**src/rtl/sb_mbx_pkg.sv**
```systemverilog
package sb_mbx_pkg;

    localparam int unsigned WORD_W  = 32;
    localparam int unsigned OP_W    = 8;
    localparam int unsigned ROUTE_W = 16;
    localparam int unsigned RESP_W  = 2;
    localparam int unsigned NBYTE   = WORD_W / 8;

    localparam logic [OP_W-1:0] OPC_CFG_LD = 8'h04;
    localparam logic [OP_W-1:0] OPC_CFG_ST = 8'h05;
    localparam logic [OP_W-1:0] OPC_REG_LD = 8'h06;
    localparam logic [OP_W-1:0] OPC_REG_ST = 8'h07;

    localparam logic [RESP_W-1:0] CODE_OK    = 2'b00;
    localparam logic [RESP_W-1:0] CODE_TMO   = 2'b01;
    localparam logic [RESP_W-1:0] CODE_ROUTE = 2'b10;
    localparam logic [RESP_W-1:0] CODE_BADOP = 2'b11;

    localparam logic [3:0] ROUTE_KEY = 4'hF;

    typedef enum logic [1:0] {
        PH_IDLE,
        PH_CHECK,
        PH_REQ
    } phase_e;

    typedef struct packed {
        logic [WORD_W-1:0]  tgt_addr;
        logic [WORD_W-1:0]  data;
        logic [OP_W-1:0]    op;
        logic [ROUTE_W-1:0] route;
        logic               busy;
        logic [RESP_W-1:0]  resp;
        phase_e             phase;
    } mbx_t;

    function automatic logic [WORD_W-1:0] merge_bytes(
        input logic [WORD_W-1:0] old_w,
        input logic [WORD_W-1:0] new_w,
        input logic [NBYTE-1:0]  be
    );
        logic [WORD_W-1:0] r;
        r = old_w;
        for (int b = 0; b < NBYTE; b++) begin
            if (be[b]) r[b*8 +: 8] = new_w[b*8 +: 8];
        end
        return r;
    endfunction

endpackage

```
**src/rtl/sb_mbx_opdec.sv**
```systemverilog
module sb_mbx_opdec
    import sb_mbx_pkg::*;
(
    input  logic [OP_W-1:0] op_i,
    output logic            known_o,
    output logic            is_load_o
);
    always_comb begin
        known_o   = 1'b0;
        is_load_o = 1'b0;
        unique case (op_i)
            OPC_CFG_LD, OPC_REG_LD: begin
                known_o   = 1'b1;
                is_load_o = 1'b1;
            end
            OPC_CFG_ST, OPC_REG_ST: known_o = 1'b1;
            default: ;
        endcase
    end
endmodule

```
**src/rtl/sb_mbx_wdog.sv**
```systemverilog
module sb_mbx_wdog #(
    parameter int unsigned LIMIT = 1024
) (
    input  logic clk_i,
    input  logic rst_ni,
    input  logic run_i,
    output logic hit_o
);
    localparam int unsigned CW = (LIMIT > 2) ? $clog2(LIMIT) : 1;
    localparam logic [CW-1:0] LAST = CW'(LIMIT - 1);

    logic [CW-1:0] cnt_d, cnt_q;

    always_comb begin
        cnt_d = cnt_q;
        if (!run_i)           cnt_d = '0;
        else if (cnt_q != LAST) cnt_d = cnt_q + 1'b1;
    end

    always_ff @(posedge clk_i) begin
        if (!rst_ni) cnt_q <= '0;
        else         cnt_q <= cnt_d;
    end

    assign hit_o = run_i && (cnt_q == LAST);
endmodule

```
**src/rtl/sb_mbx_hostif.sv**
```systemverilog
module sb_mbx_hostif
    import sb_mbx_pkg::*;
#(
    parameter logic [15:0] BASE_ADDR = 16'h2330,
    parameter int unsigned NREG      = 3
) (
    input  logic [15:0]        addr_i,
    input  logic               wen_i,
    input  logic [WORD_W-1:0]  word0_i,
    input  logic [WORD_W-1:0]  word1_i,
    input  logic [WORD_W-1:0]  word2_i,
    output logic [NREG-1:0]    we_o,
    output logic [WORD_W-1:0]  rdata_o
);
    logic [NREG-1:0]   hit;
    logic [WORD_W-1:0] words [NREG];

    assign words[0] = word0_i;
    assign words[1] = word1_i;
    assign words[2] = word2_i;

    for (genvar g = 0; g < NREG; g++) begin : g_dec
        assign hit[g]  = (addr_i == BASE_ADDR + 16'(4 * g));
        assign we_o[g] = wen_i && hit[g];
    end

    always_comb begin
        rdata_o = '0;
        for (int i = 0; i < NREG; i++) begin
            if (hit[i]) rdata_o = words[i];
        end
    end
endmodule

```
**src/rtl/sb_mailbox.sv**
```systemverilog
module sb_mailbox
    import sb_mbx_pkg::*;
#(
    parameter logic [15:0] BASE_ADDR   = 16'h2330,
    parameter int unsigned WDOG_CYCLES = 1024
) (
    input  logic        clk_i,
    input  logic        rst_ni,
    input  logic [15:0] host_addr_i,
    input  logic        host_wen_i,
    input  logic [3:0]  host_be_i,
    input  logic [31:0] host_wdata_i,
    output logic [31:0] host_rdata_o,
    output logic        sb_req_o,
    output logic [31:0] sb_addr_o,
    output logic [7:0]  sb_op_o,
    output logic [7:0]  sb_route_o,
    output logic [31:0] sb_wdata_o,
    input  logic        sb_ack_i,
    input  logic [31:0] sb_rdata_i,
    input  logic [1:0]  sb_resp_i
);
    localparam int unsigned NREG = 3;

    mbx_t st_d, st_q;

    logic [NREG-1:0]   we;
    logic [WORD_W-1:0] ctl_word;
    logic              op_known, op_load, wd_hit, in_req;

    assign ctl_word = {st_q.route, st_q.op, 5'b0, st_q.resp, st_q.busy};
    assign in_req   = (st_q.phase == PH_REQ);

    sb_mbx_hostif #(.BASE_ADDR(BASE_ADDR), .NREG(NREG)) u_host (
        .addr_i  (host_addr_i),
        .wen_i   (host_wen_i),
        .word0_i (st_q.tgt_addr),
        .word1_i (st_q.data),
        .word2_i (ctl_word),
        .we_o    (we),
        .rdata_o (host_rdata_o)
    );

    sb_mbx_opdec u_dec (
        .op_i      (st_q.op),
        .known_o   (op_known),
        .is_load_o (op_load)
    );

    sb_mbx_wdog #(.LIMIT(WDOG_CYCLES)) u_wdog (
        .clk_i  (clk_i),
        .rst_ni (rst_ni),
        .run_i  (in_req),
        .hit_o  (wd_hit)
    );

    always_comb begin
        st_d = st_q;
        if (!st_q.busy) begin
            if (we[0]) st_d.tgt_addr = merge_bytes(st_q.tgt_addr, host_wdata_i, host_be_i);
            if (we[1]) st_d.data     = merge_bytes(st_q.data, host_wdata_i, host_be_i);
            if (we[2]) begin
                if (host_be_i[1]) st_d.op          = host_wdata_i[15:8];
                if (host_be_i[2]) st_d.route[7:0]  = host_wdata_i[23:16];
                if (host_be_i[3]) st_d.route[15:8] = host_wdata_i[31:24];
                if (host_be_i[0] && host_wdata_i[0]) begin
                    st_d.busy  = 1'b1;
                    st_d.resp  = CODE_OK;
                    st_d.phase = PH_CHECK;
                end
            end
        end
        unique case (st_q.phase)
            PH_CHECK: begin
                if (st_q.route[15:12] != ROUTE_KEY) begin
                    st_d.resp  = CODE_ROUTE;
                    st_d.busy  = 1'b0;
                    st_d.phase = PH_IDLE;
                end else if (!op_known) begin
                    st_d.resp  = CODE_BADOP;
                    st_d.busy  = 1'b0;
                    st_d.phase = PH_IDLE;
                end else begin
                    st_d.phase = PH_REQ;
                end
            end
            PH_REQ: begin
                if (sb_ack_i) begin
                    st_d.resp  = sb_resp_i;
                    if (op_load) st_d.data = sb_rdata_i;
                    st_d.busy  = 1'b0;
                    st_d.phase = PH_IDLE;
                end else if (wd_hit) begin
                    st_d.resp  = CODE_TMO;
                    st_d.busy  = 1'b0;
                    st_d.phase = PH_IDLE;
                end
            end
            default: ;
        endcase
    end

    always_ff @(posedge clk_i) begin
        if (!rst_ni) begin
            st_q <= '{tgt_addr: '0, data: '0, op: '0, route: '0,
                      busy: 1'b0, resp: '0, phase: PH_IDLE};
        end else begin
            st_q <= st_d;
        end
    end

    assign sb_req_o   = in_req;
    assign sb_addr_o  = st_q.tgt_addr;
    assign sb_op_o    = st_q.op;
    assign sb_route_o = st_q.route[7:0];
    assign sb_wdata_o = st_q.data;
endmodule

```
**config.mk**
```make
export PLATFORM = sky130hd
export DESIGN_NAME = sb_mailbox
export DESIGN_NICKNAME = d
export VERILOG_FILES = /design/src/rtl/sb_mbx_pkg.sv /design/src/rtl/sb_mbx_opdec.sv /design/src/rtl/sb_mbx_wdog.sv /design/src/rtl/sb_mbx_hostif.sv /design/src/rtl/sb_mailbox.sv
export SDC_FILE = /design/constraint.sdc
export NUM_CORES = 1
export LEC_CHECK = 0
export BUFFER_PORTS_ARGS = -buffer_cell sky130_fd_sc_hd__buf_2
export CAP_MARGIN = 20
export CORE_MARGIN = 2
export CORE_UTILIZATION = 46
export DETAILED_ROUTE_END_ITERATION = 8
export PLACE_DENSITY_LB_ADDON = 0.12
export SYNTH_ARGS = -nofsm -noshare
export SYNTH_HDL_FRONTEND = slang
export SYNTH_SLANG_ARGS = --single-unit
```
**constraint.sdc**
```tcl
create_clock -name clk_i -period 2.4 [get_ports clk_i]
set_input_delay 0.36 -clock clk_i [delete_from_list [all_inputs] [get_ports clk_i]]
set_output_delay 0.36 -clock clk_i [all_outputs]
set_load 0.03 [all_outputs]
```
==> summary.md, run 1 <==
| Metric | Value |
|---|---|
| Status | `completed` |
| Slowest stage cell, crit path | `or4b_4` |
| Site Rows | `39` |
| Synth Flop Type | `dfxtp_1` |
| Mapped cell area | `approximately 5400 um^2` |
| Max-Slew Margin vs Limit | `around 72%` |
| Switching Fraction | `between 20% and 30%` |
| Gr busiest metal | `met2` |
| Synth warnings | `0` |
| Placed insts | `~860` |
| DP Wirelength | `between 10 and 15 mm` |
| Worst slack, placed | `-0.0923 ns` |
| Logic pwr share | `about 4.4%` |
| Fin. Hold Viols | `0` |
| Layout Skew | `slightly below 0.007 ns` |
| Worst Tran Pin Value | `0.423 ns` |
| Vias in the first global route | `~4500` |
| Area contributors post-synth | `dfxtp_1, buf_4, mux2i_1, nand2_1, o2bb2ai_1` |
| Sequential share of power | `~48%` |
| EDFF count, synth | `0` |
| Max-slew violation count | `0` |
| Initial antenna violation count | `0` |
| Cell count after synthesis | `about 600` |
| Die Span Y | `between 100 and 150 um` |
| Area Growth Syn to Fin | `23.5%` |
| Met3 Usage GRT | `between 4 and 5%` |
| Start of the worst register-to-register path | `sb_op_o[4]$_SDFFE_PN0P_` |
| Total global routing overflow | `0` |
| GRT met2 Usage | `between 30% and 40%` |
| Hold Crit Class | `input pin to register` |
| GPL Wtd Cong | `a little over 0.8` |
| Clock Pin Slew Worst Setup and Hold Paths | `0.07 ns` |
| Crit path top cell by count | `buf_6` |
| Critical Path RT | `just over 2 ns` |
| Worst skew pair latency | `between 0.3 and 0.4 ns` |
| Clock root cell | `clkbuf_16` |
| Clock power share | `between 40% and 50%` |
| DR vias/cell | `between 5 and 6` |
| CTS tree | `built` |
| CP startpoint | `host_addr_i[12]` |
| Reg2reg setup slack | `between 0.15 and 0.2 ns` |
| Most frequent cells after synthesis | `dfxtp_1, nand2_1, buf_4, mux2i_1, nor2_1` |
| Net switching power | `0.737 mW` |
| Synth unique cells | `46` |
| DR DRC count | `0` |
| Hold_buf cts | `0` |
| Setup crit start kind | `input pin` |
| Peak VDD IR | `0.000307 V` |
| Smallest hold slack | `approximately 0.21 ns` |
| Syn_nets | `695` |
| Critical Path AT | `2.02 ns` |
| Max stage delay on crit path | `around 0.54 ns` |
| Synth async-reset ratio | `0%` |
| Largest net degree at the start of global routing | `34` |
| Port-buffer cells | `202` |
| Reg2Reg Depth | `7` |
| MaxCap Viol Count | `0` |
| CP cell instances | `buf_6 -> or4b_4 -> or3_4 -> nor2_4 -> buf_12 -> a22oi_1 -> nand2_1 -> buf_6` |
| Die Width | `between 100 and 150 um` |
| Post-route ant nets | `0` |
| Reg2reg end | `sb_wdata_o[5]$_SDFF_PN0_` |
| Fin cells | `880` |
| Post-synthesis sequential area ratio | `between 30% and 40%` |
| CP endpoint kind | `output pin` |
| Die Area | `roughly 13000 um^2` |
| Worst Hold Depth | `2` |
| Mapped Avg Cell Area | `between 8 and 9 um^2` |
| Delay-heaviest family, CP | `simple AND/OR/NAND/NOR gates` |
| Clk sink count | `slightly above 100` |
| Nets | `between 800 and 900` |
| Worst Hold Launch | `sb_rdata_i[29]` |
| Final worst slack | `0.0187 ns` |
| Longest Clk Path Bufs | `2` |
| Setup_tns | `0 ns` |
| GR Util All Layers | `22.8%` |
| Total CTS buffers | `9` |
| Wire per inst | `~17 um` |
| Worst Path Max Fanout | `25` |
| FMAX | `approximately 420 MHz` |
| Filler cell count | `1062` |
| Final setup vio count | `0` |
| Post-synth top area share | `a little under two fifths` |
| Int Pwr | `about 2.8 mW` |
| Most common cell in the netlist | `dfxtp_1` |
| Drt first pass iters | `6` |
| Util after Layout | `about three fifths` |
| Unrepaired setup endpoints after global routing | `true` |
| Hold Path Sink | `sb_wdata_o[29]$_SDFF_PN0_` |
| I/O Pins | `slightly above 200` |
| Tcrit/Tclk final | `approximately 99%` |
| Vias | `around 4700` |
| Initial core utilization | `around 47%` |
| Crit path time final | `between 2 and 2.5 ns` |
| First-pass GRT wire length | `about 23 mm` |
| Core Region | `11400 um^2` |
| GR Util met1 | `around 29%` |
| Synth Register Bits | `around 100` |
| H-tree Lvls | `3` |
| N_diodes | `0` |
| Share of cells above drive strength 1 | `36.0%` |
| Worst Path Buf+Inv | `3` |
| Initial DRC count | `254` |
| Largest area contributor in the netlist | `dfxtp_1` |
| LEAKAGE | `approximately 3 nW` |
| Pwr Density | `538 nW/um^2` |
| Kind of critical path | `input pin to output pin` |
| Final wirelength | `14.7 mm` |
==> cell families after synthesis <==
group | count (synthesis) | share of synthesized area, %
simple gates | 186 | 17.6
fa+ha+maj | 3 | 0.698
mux | 59 | 11.0
xor+xnor | 5 | 0.814
compound gates | 111 | 15.5
buf+inv | 135 | 16.0
flops | 103 | 38.4
==> power by group through the flow <==
stage / registers (mW) / clock network, mW / logic (mW)
floorplan: 1.75 / 0 / 0.0426
global placement: 1.75 / 0 / 0.153
detailed placement: 1.75 / 0 / 0.156
CTS: 1.71 / 1.76 / 0.157
global route: 1.71 / 1.82 / 0.172
finish: 1.71 / 1.71 / 0.159
==> how the worst max path moves through the flow <==
stage,to,slack [ns],cells after the start
after floorplan,host_rdata_o[11],0.0003,5
after global placement,host_rdata_o[8],-0.06,8
after detailed placement,sb_addr_o[15]$_SDFFE_PN0P_,-0.09,7
after CTS,host_rdata_o[13],-0.01,8
after global routing,host_rdata_o[19],-0.04,8
final,host_rdata_o[20],0.02,8
==> cells in the final DEF (no fill, tap or decap), types with 4 or more instances in the layout <==
cell | Yosys | layout
buf_2 | 11 | 169
dfxtp_1 | 103 | 103
nand2_1 | 93 | 93
mux2i_1 | 59 | 59
nor2_1 | 39 | 38
a21oi_1 | 35 | 35
o2bb2ai_1 | 32 | 32
buf_4 | 80 | 28
inv_1 | 25 | 24
buf_6 | 5 | 22
a222oi_1 | 19 | 19
nand3_1 | 10 | 10
clkbuf_16 | 0 | 9
a22oi_1 | 8 | 8
nor3_4 | 8 | 8
buf_12 | 0 | 7
or3_1 | 7 | 6
a22o_1 | 5 | 5
nand4_1 | 4 | 4
xnor2_1 | 4 | 4
==> layout make-up <==
class | instances | area [um^2] | area share [%]
clock buffers | 10 | 239 | 3.60
clock inverters | 6 | 116 | 1.75
inverters | 25 | 93.8 | 1.41
multi-input cells | 364 | 2480 | 37.4
flip-flops and latches | 103 | 2060 | 31.1
well taps | 143 | 179 | 2.70
repair buffers | 229 | 1470 | 22.1
==> state kept, by name (all words and copies together), names as in the netlist <==
| signal | flops |
|---|---|
| u_wdog.cnt_q | 10 |
| ctl_word | 11 |
| sb_wdata_o | 32 |
| sb_addr_o | 32 |
| sb_route_o | 8 |
| st_q | 2 |
| sb_op_o | 8 |
==> worst register-to-register path, cell delays in order, from the launching register on <==
cell and delay [ns]:
dfxtp_1 0.35, or4b_1 0.50, nor3_1 0.33, buf_4 0.21
and4b_1 0.22, and2_1 0.20, buf_12 0.21, o2bb2ai_1 0.15
==> per-layer routing <==
metal,wire length [um],share of wire (%)
met5,0,0
met1,6400,43
met4,251,1.7
met3,891,6.1
met2,7170,49
==> metrics by stage <==
stage	cell area (um^2)	power, mW
floorplan	5380	1.79
global placement	6110	1.90
detailed placement	6110	1.90
CTS	6570	3.62
global route	6640	3.70
finish	6640	3.57
==> timing repair <==
item | CTS | global route
endpoints found under the hold margin | 0 | 0
setup endpoints to repair | 32 | 32
resized for setup | 34 | 24
buffers inserted | 0 | 0
Note: power is estimated with default switching activity, not from simulation.
==> inputs of run 2 (changes only) <==
--- a/config.mk
+++ b/config.mk
@@ -7,8 +7,10 @@
 export LEC_CHECK = 0
 export BUFFER_PORTS_ARGS = -buffer_cell sky130_fd_sc_hd__buf_2
 export CAP_MARGIN = 20
-export CORE_MARGIN = 2
-export CORE_UTILIZATION = 46
+export CELL_PAD_IN_SITES_DETAIL_PLACEMENT = 1
+export CELL_PAD_IN_SITES_GLOBAL_PLACEMENT = 1
+export CORE_MARGIN = 3
+export CORE_UTILIZATION = 36
 export DETAILED_ROUTE_END_ITERATION = 8
 export PLACE_DENSITY_LB_ADDON = 0.12
 export SYNTH_ARGS = -nofsm -noshare
==> run 2 against run 1 <==
The flow now finishes with violations (setup timing). Highest routed layer unchanged. Critical endpoint unchanged. Combinational power is 3% higher. Cell area is 2.8% higher. Clock power is 18% lower. Utilization is 11 points lower.
==> summary.md, run 2 (synthesis results as in run 1) <==
| Metric | Value |
|---|---|
| Status | `complete, but fails checks` |
| Failing checks | `setup timing` |
| Clock Pin Slew Worst Setup and Hold Paths | `0.07 ns (about the same)` |
| Reg2reg setup slack | `0.32 ns (+0.16 ns)` |
| Initial DRC count | `312 (+23%)` |
| Largest net degree at the start of global routing | `31 (-8.8%)` |
| Clock root cell | `clkbuf_16` |
| H-tree Lvls | `3 (unchanged)` |
| Total global routing overflow | `0 (unchanged)` |
| Kind of critical path | `input pin to output pin` |
| Worst Tran Pin Value | `0.525 ns (+0.102 ns)` |
| Site Rows | `44 (+13%)` |
| Die Span Y | `128 um (+14%)` |
| Pwr Density | `479 nW/um^2 (-11%)` |
| Vias in the first global route | `5130 (+15%)` |
| DR vias/cell | `5.31 (-1.0%)` |
| Max stage delay on crit path | `0.54 ns (about the same)` |
| Final wirelength | `17.7 mm (+21%)` |
| Commonest non-fill, non-tap cell in the layout | `buf_2` |
| Crit path top cell by count | `buf_6` |
| Crit path time final | `2.45 ns (+0.0736 ns)` |
| DP Wirelength | `13.2 mm (+20%)` |
| Initial antenna violation count | `0 (unchanged)` |
| Final Instance Area | `6830 um^2 (+2.8%)` |
| Total CTS buffers | `9 (unchanged)` |
| Die Width | `128 um (+14%)` |
| N_diodes | `0 (unchanged)` |
| Max-Slew Margin vs Limit | `64.9% (-6.9 points)` |
| CP endpoint kind | `output pin` |
| CTS tree | `built` |
| Reg2reg end | `sb_wdata_o[23]$_SDFF_PN0_` |
| Smallest hold slack | `0.210 ns (+0.00204 ns)` |
| Dpl cell area | `6200 um^2 (+1.4%)` |
| Clk sink count | `103 (unchanged)` |
| First-pass GRT wire length | `27.3 mm (+19%)` |
| Port-buffer cells | `202 (unchanged)` |
| Final setup vio count | `30 (+30)` |
| LEAKAGE | `2.98 nW (+1.4%)` |
| Tcrit/Tclk final | `102% (+3.1 points)` |
| Worst Hold Depth | `2 (unchanged)` |
| Post-route ant nets | `0 (unchanged)` |
| Worst Hold Launch | `sb_rdata_i[26]` |
| Initial core utilization | `36.9% (-10 points)` |
| Reg2Reg Depth | `7 (unchanged)` |
| Hold Path Sink | `sb_wdata_o[26]$_SDFF_PN0_` |
| Setup crit start kind | `input pin` |
| CP cell instances | `buf_6 -> or4b_4 -> or3_4 -> nor2_4 -> buf_4 -> buf_12 -> a22oi_1 -> nand2_1 -> buf_6` |
| Fin. Hold Viols | `0 (unchanged)` |
| Start of the worst register-to-register path | `sb_op_o[3]$_SDFFE_PN0P_` |
| Critical Path AT | `2.09 ns (+0.07 ns)` |
| Slowest stage cell, crit path | `or4b_4` |
| Worst Path Max Fanout | `12 (-52%)` |
| Critical Path RT | `2.04 ns (about the same)` |
| Most frequent cells in the layout | `buf_2, dfxtp_1, nand2_1, mux2i_1, nor2_1` |
| Worst slack, placed | `-0.152 ns (-0.0600 ns)` |
| I/O Pins | `203 (unchanged)` |
| MaxCap Viol Count | `0 (unchanged)` |
| Hold_buf cts | `0 (unchanged)` |
| Die Area | `16400 um^2 (+31%)` |
| Nets | `835 (+1.2%)` |
| Final worst slack | `-0.0549 ns (-0.0736 ns)` |
| Peak VDD IR | `0.000337 V (+9.7%)` |
| Area Growth Syn to Fin | `26.9%` |
| Layout Skew | `0.00744 ns (+0.000632 ns)` |
| Unrepaired setup endpoints after global routing | `true` |
| Hold Crit Class | `input pin to register` |
| Worst skew pair latency | `0.35 ns (about the same)` |
| Vias | `4947 (+4.7%)` |
| Share of cells above drive strength 1 | `37.2% (+1.3 points)` |
| Wire per inst | `19.0 um (+14%)` |
| Total power | `3.27 mW (-8.5%)` |
| Max-slew violation count | `0 (unchanged)` |
| Filler cell count | `1710 (+61%)` |
| Core Region | `14600 um^2 (+28%)` |
| Drt first pass iters | `6 (unchanged)` |
| DR DRC count | `0 (unchanged)` |
| Longest Clk Path Bufs | `2 (unchanged)` |
| GR Util All Layers | `21.2% (-1.6 points)` |
| FMAX | `407 MHz (-3.0%)` |
| GPL Wtd Cong | `0.766 (-6.3%)` |
run 2: final cells by class:
class,count,area (um^2),share of cell area [%]
Inverter,25,93.8,1.37
Sequential cell,103,2060,30.2
Clock buffer,13,260,3.81
Clock inverter,3,17.5,0.257
Timing Repair Buffer,239,1650,24.2
Tap cell,184,230,3.37
Multi-Input combinational cell,364,2510,36.7
run 2: worst max-delay path, delay by kind of cell:
family | cells | cell delay [ns]
simple gates | 4 | 1.12
compound gates | 1 | 0.09
buf+inv | 4 | 0.50
run 2: metal layers:
| layer | track usage, % | vias to the layer above | wire (um) |
|---|---|---|---|
| met5 | 0 | - | 0 |
| met4 | 6.80 | 0 | 265 |
| met3 | 3.38 | 15 | 890 |
| met2 | 37.0 | 155 | 8900 |
| met1 | 26.7 | 2445 | 7670 |
| li1 | - | 2332 | - |
run 2: worst max path at each step:
stage,from,endpoint,slack (ns)
2_1_floorplan,host_addr_i[12],host_rdata_o[11],0.0003
3_3_place_gp,host_addr_i[12],host_rdata_o[2],-0.09
3_5_place_dp,host_addr_i[12],sb_addr_o[11]$_SDFFE_PN0P_,-0.15
4_1_cts,host_addr_i[12],host_rdata_o[21],-0.08
5_1_grt,host_addr_i[12],host_rdata_o[24],-0.12
6_report,host_addr_i[12],host_rdata_o[20],-0.05
run 2: stage by stage:
stage | util (%) | TNS [ns] | cells
CTS | 46.5 | -1.60 | 929
global route | 46.8 | -2.50 | 931
finish | 46.8 | -0.868 | 931
global placement | 42.5 | -3.37 | 908
floorplan | - | 0 | 602
detailed placement | 42.5 | -5.34 | 908
run 2: report_power, final:
part | internal, mW | total [mW] | switching (mW)
Sequential | 1.71 | 1.71 | 0.00000573
Combinational | 0.0712 | 0.164 | 0.0927
Clock | 0.758 | 1.40 | 0.638
run 2: what timing repair did:
action                     4_1_cts  5_1_grt
resized for setup               66       13
cloned                           2        0
setup endpoints to repair       32       32
buffers inserted                 3        3
pin swaps                       16        7
==> inputs of run 3 (changes only) <==
--- a/config.mk
+++ b/config.mk
@@ -12,7 +12,7 @@
 export CORE_MARGIN = 3
 export CORE_UTILIZATION = 36
 export DETAILED_ROUTE_END_ITERATION = 8
-export PLACE_DENSITY_LB_ADDON = 0.12
+export PLACE_DENSITY = 0.8
 export SYNTH_ARGS = -nofsm -noshare
 export SYNTH_HDL_FRONTEND = slang
 export SYNTH_SLANG_ARGS = --single-unit
==> constraint.sdc (replaced) <==
create_clock -name clk_i -period 2.8 [get_ports clk_i]
set_input_delay 0.42 -clock clk_i [delete_from_list [all_inputs] [get_ports clk_i]]
set_output_delay 0.42 -clock clk_i [all_outputs]
set_load 0.03 [all_outputs]
==> run 3 against run 2 <==
Sequential share of layout area increased by 2.3 points. Via count decreased by 2.5%. Largest power group unchanged. The run now ends clean. Wire length decreased by 1.1%. Register-to-register slack improved by 0.30 ns. Cell area decreased by 7.0%. Power decreased by 12%. Sequential power decreased by 15%. Critical path depth decreased by 1. Critical path type unchanged.
==> summary.md, run 3 (synthesis results as in run 1) <==
| Metric | Value |
|---|---|
| Clock Pin Slew Worst Setup and Hold Paths | `0.07 ns (about the same)` |
| Area Growth Syn to Fin | `18.1%` |
| Nets | `813 (-2.6%)` |
| Delay-heaviest family, CP | `simple AND/OR/NAND/NOR gates` |
| CP cell instances | `buf_2 -> or4b_4 -> or3_1 -> nor2_2 -> buf_12 -> a222oi_1 -> inv_1 -> buf_2` |
| GR Util All Layers | `21.2% (-0.080 points)` |
| Core Region | `14600 um^2 (unchanged)` |
| Worst Tran Pin Value | `1.01 ns (+0.487 ns)` |
| H-tree Lvls | `3 (unchanged)` |
| Initial core utilization | `36.9% (unchanged)` |
| I/O Pins | `203 (unchanged)` |
| Smallest hold slack | `0.268 ns (+0.0583 ns)` |
| Hold Crit Class | `input pin to register` |
| Max-slew violation count | `0 (unchanged)` |
| Critical Path AT | `2.28 ns (+0.19 ns)` |
| Peak VDD IR | `0.000391 V (+16%)` |
| Initial DRC count | `314 (+0.64%)` |
| Multi-input gate area | `2470 um^2 (-1.6%)` |
| DR DRC count | `0 (unchanged)` |
| Crit path time final | `~2.7 ns` |
| Pwr Density | `454 nW/um^2 (-5.1%)` |
| DR vias/cell | `5.29 (-0.39%)` |
| Hold_buf cts | `0 (unchanged)` |
| Layout Skew | `0.00765 ns (+0.000210 ns)` |
| Total global routing overflow | `0 (unchanged)` |
| Share of cells above drive strength 1 | `34.8% (-2.5 points)` |
| Worst Path Buf+Inv | `4 (unchanged)` |
| Unrepaired setup endpoints after global routing | `false` |
| Commonest non-fill, non-tap cell in the layout | `buf_2` |
| Die Area | `16400 um^2 (unchanged)` |
| Most frequent cells in the layout | `buf_2, dfxtp_1, nand2_1, mux2i_1, nor2_1` |
| Filler cell count | `1766 (+3.3%)` |
| Clk sink count | `103 (unchanged)` |
| Max-Slew Margin vs Limit | `32.4% (-32 points)` |
| Setup crit start kind | `input pin` |
| Total CTS buffers | `9 (unchanged)` |
| Status | `completed` |
| Dpl cell area | `6040 um^2 (-2.6%)` |
| Sequential Area | `2060 um^2 (unchanged)` |
| Wire per inst | `19.2 um (+1.0%)` |
| Post-CTS Setup Bufs | `0 (-3)` |
| Critical Path RT | `2.38 ns (+0.34 ns)` |
| Util after Layout | `43.5% (-3.3 points)` |
| Longest Clk Path Bufs | `2 (unchanged)` |
| Site Rows | `44 (unchanged)` |
| Setup_tns | `0 ns (+0.868 ns)` |
| MaxCap Viol Count | `0 (unchanged)` |
| LEAKAGE | `2.83 nW (-4.9%)` |
| Reg2reg setup slack | `0.62 ns (+0.30 ns)` |
| Worst skew pair latency | `0.35 ns (about the same)` |
| Fin. Hold Viols | `0 (unchanged)` |
| CTS tree | `built` |
| Worst Path Max Fanout | `32 (+20)` |
| Crit path top cell by count | `buf_2` |
| Post-route ant nets | `0 (unchanged)` |
| Port-buffer cells | `202 (unchanged)` |
| Drt first pass iters | `5 (-1)` |
| Final Instance Area | `6350 um^2 (-7.0%)` |
| Initial antenna violation count | `1 (+1)` |
| Clock root cell | `clkbuf_16` |
| Max stage delay on crit path | `0.56 ns (+0.02 ns)` |
| Largest net degree at the start of global routing | `58 (+87%)` |
| Post-cts resize count | `0 (-100%)` |
| First-pass GRT wire length | `27.6 mm (+1.0%)` |
| Vias in the first global route | `5162 (+0.62%)` |
| Total power | `2.88 mW (-12%)` |
| GPL Wtd Cong | `0.784 (+2.4%)` |
| Final setup vio count | `0 (-100%)` |
| Kind of critical path | `input pin to output pin` |
| FMAX | `roughly 370 MHz` |
| Tcrit/Tclk final | `96.4%` |
| CP endpoint kind | `output pin` |
| Vias | `4822 (-2.5%)` |
| Die Width | `128 um (unchanged)` |
| DP Wirelength | `12.8 mm (-2.8%)` |
| Final wirelength | `17.5 mm (-1.1%)` |
| Slowest stage cell, crit path | `or4b_4` |
| Die Span Y | `128 um (unchanged)` |
## run 3: per-layer routing
layer / track usage [%] / wire [um] / share of wire (%) / up-vias
li1: - / - / - / 2282
met1: 24.6 / 7120 / 41 / 2365
met5: 0 / 0 / 0 / -
met2: 38.6 / 9170 / 52 / 147
met4: 7.05 / 404 / 2.3 / 0
met3: 4.13 / 832 / 4.7 / 28
## run 3: per-stage QoR
stage | setup slack [ns] | cells
floorplan | 0.280 | 602
detailed placement | 0.106 | 893
global route | 0.00862 | 910
global placement | 0.191 | 893
finish | 0.102 | 911
CTS | 0.113 | 909
## run 3: final timing paths
path / cells past startpoint / start / end
worst max-delay path: 8 / host_addr_i[12] / host_rdata_o[26]
worst min-delay path: 2 / sb_rdata_i[31] / sb_wdata_o[31]$_SDFF_PN0_
worst max register to register: 6 / u_wdog.cnt_q[0]$_SDFFE_PN0P_ / st_q[1]$_SDFF_PN0_
worst min register to register: 2 / sb_addr_o[19]$_SDFFE_PN0P_ / sb_addr_o[19]$_SDFFE_PN0P_
## run 3: cell type report
class | count | share of cell area [%]
flip-flops and latches | 103 | 32.5
multi-input cells | 364 | 38.9
inverters | 25 | 1.48
clock inverters | 7 | 1.26
well taps | 184 | 3.63
repair buffers | 217 | 18.7
clock buffers | 9 | 3.55
diodes | 2 | 0.0788
## run 3: where the power goes
| group | switching, mW | internal, mW | total [mW] |
|---|---|---|---|
| Combinational | 0.0766 | 0.0549 | 0.131 |
| Sequential | 0.00000476 | 1.46 | 1.46 |
| Clock | 0.583 | 0.706 | 1.29 |
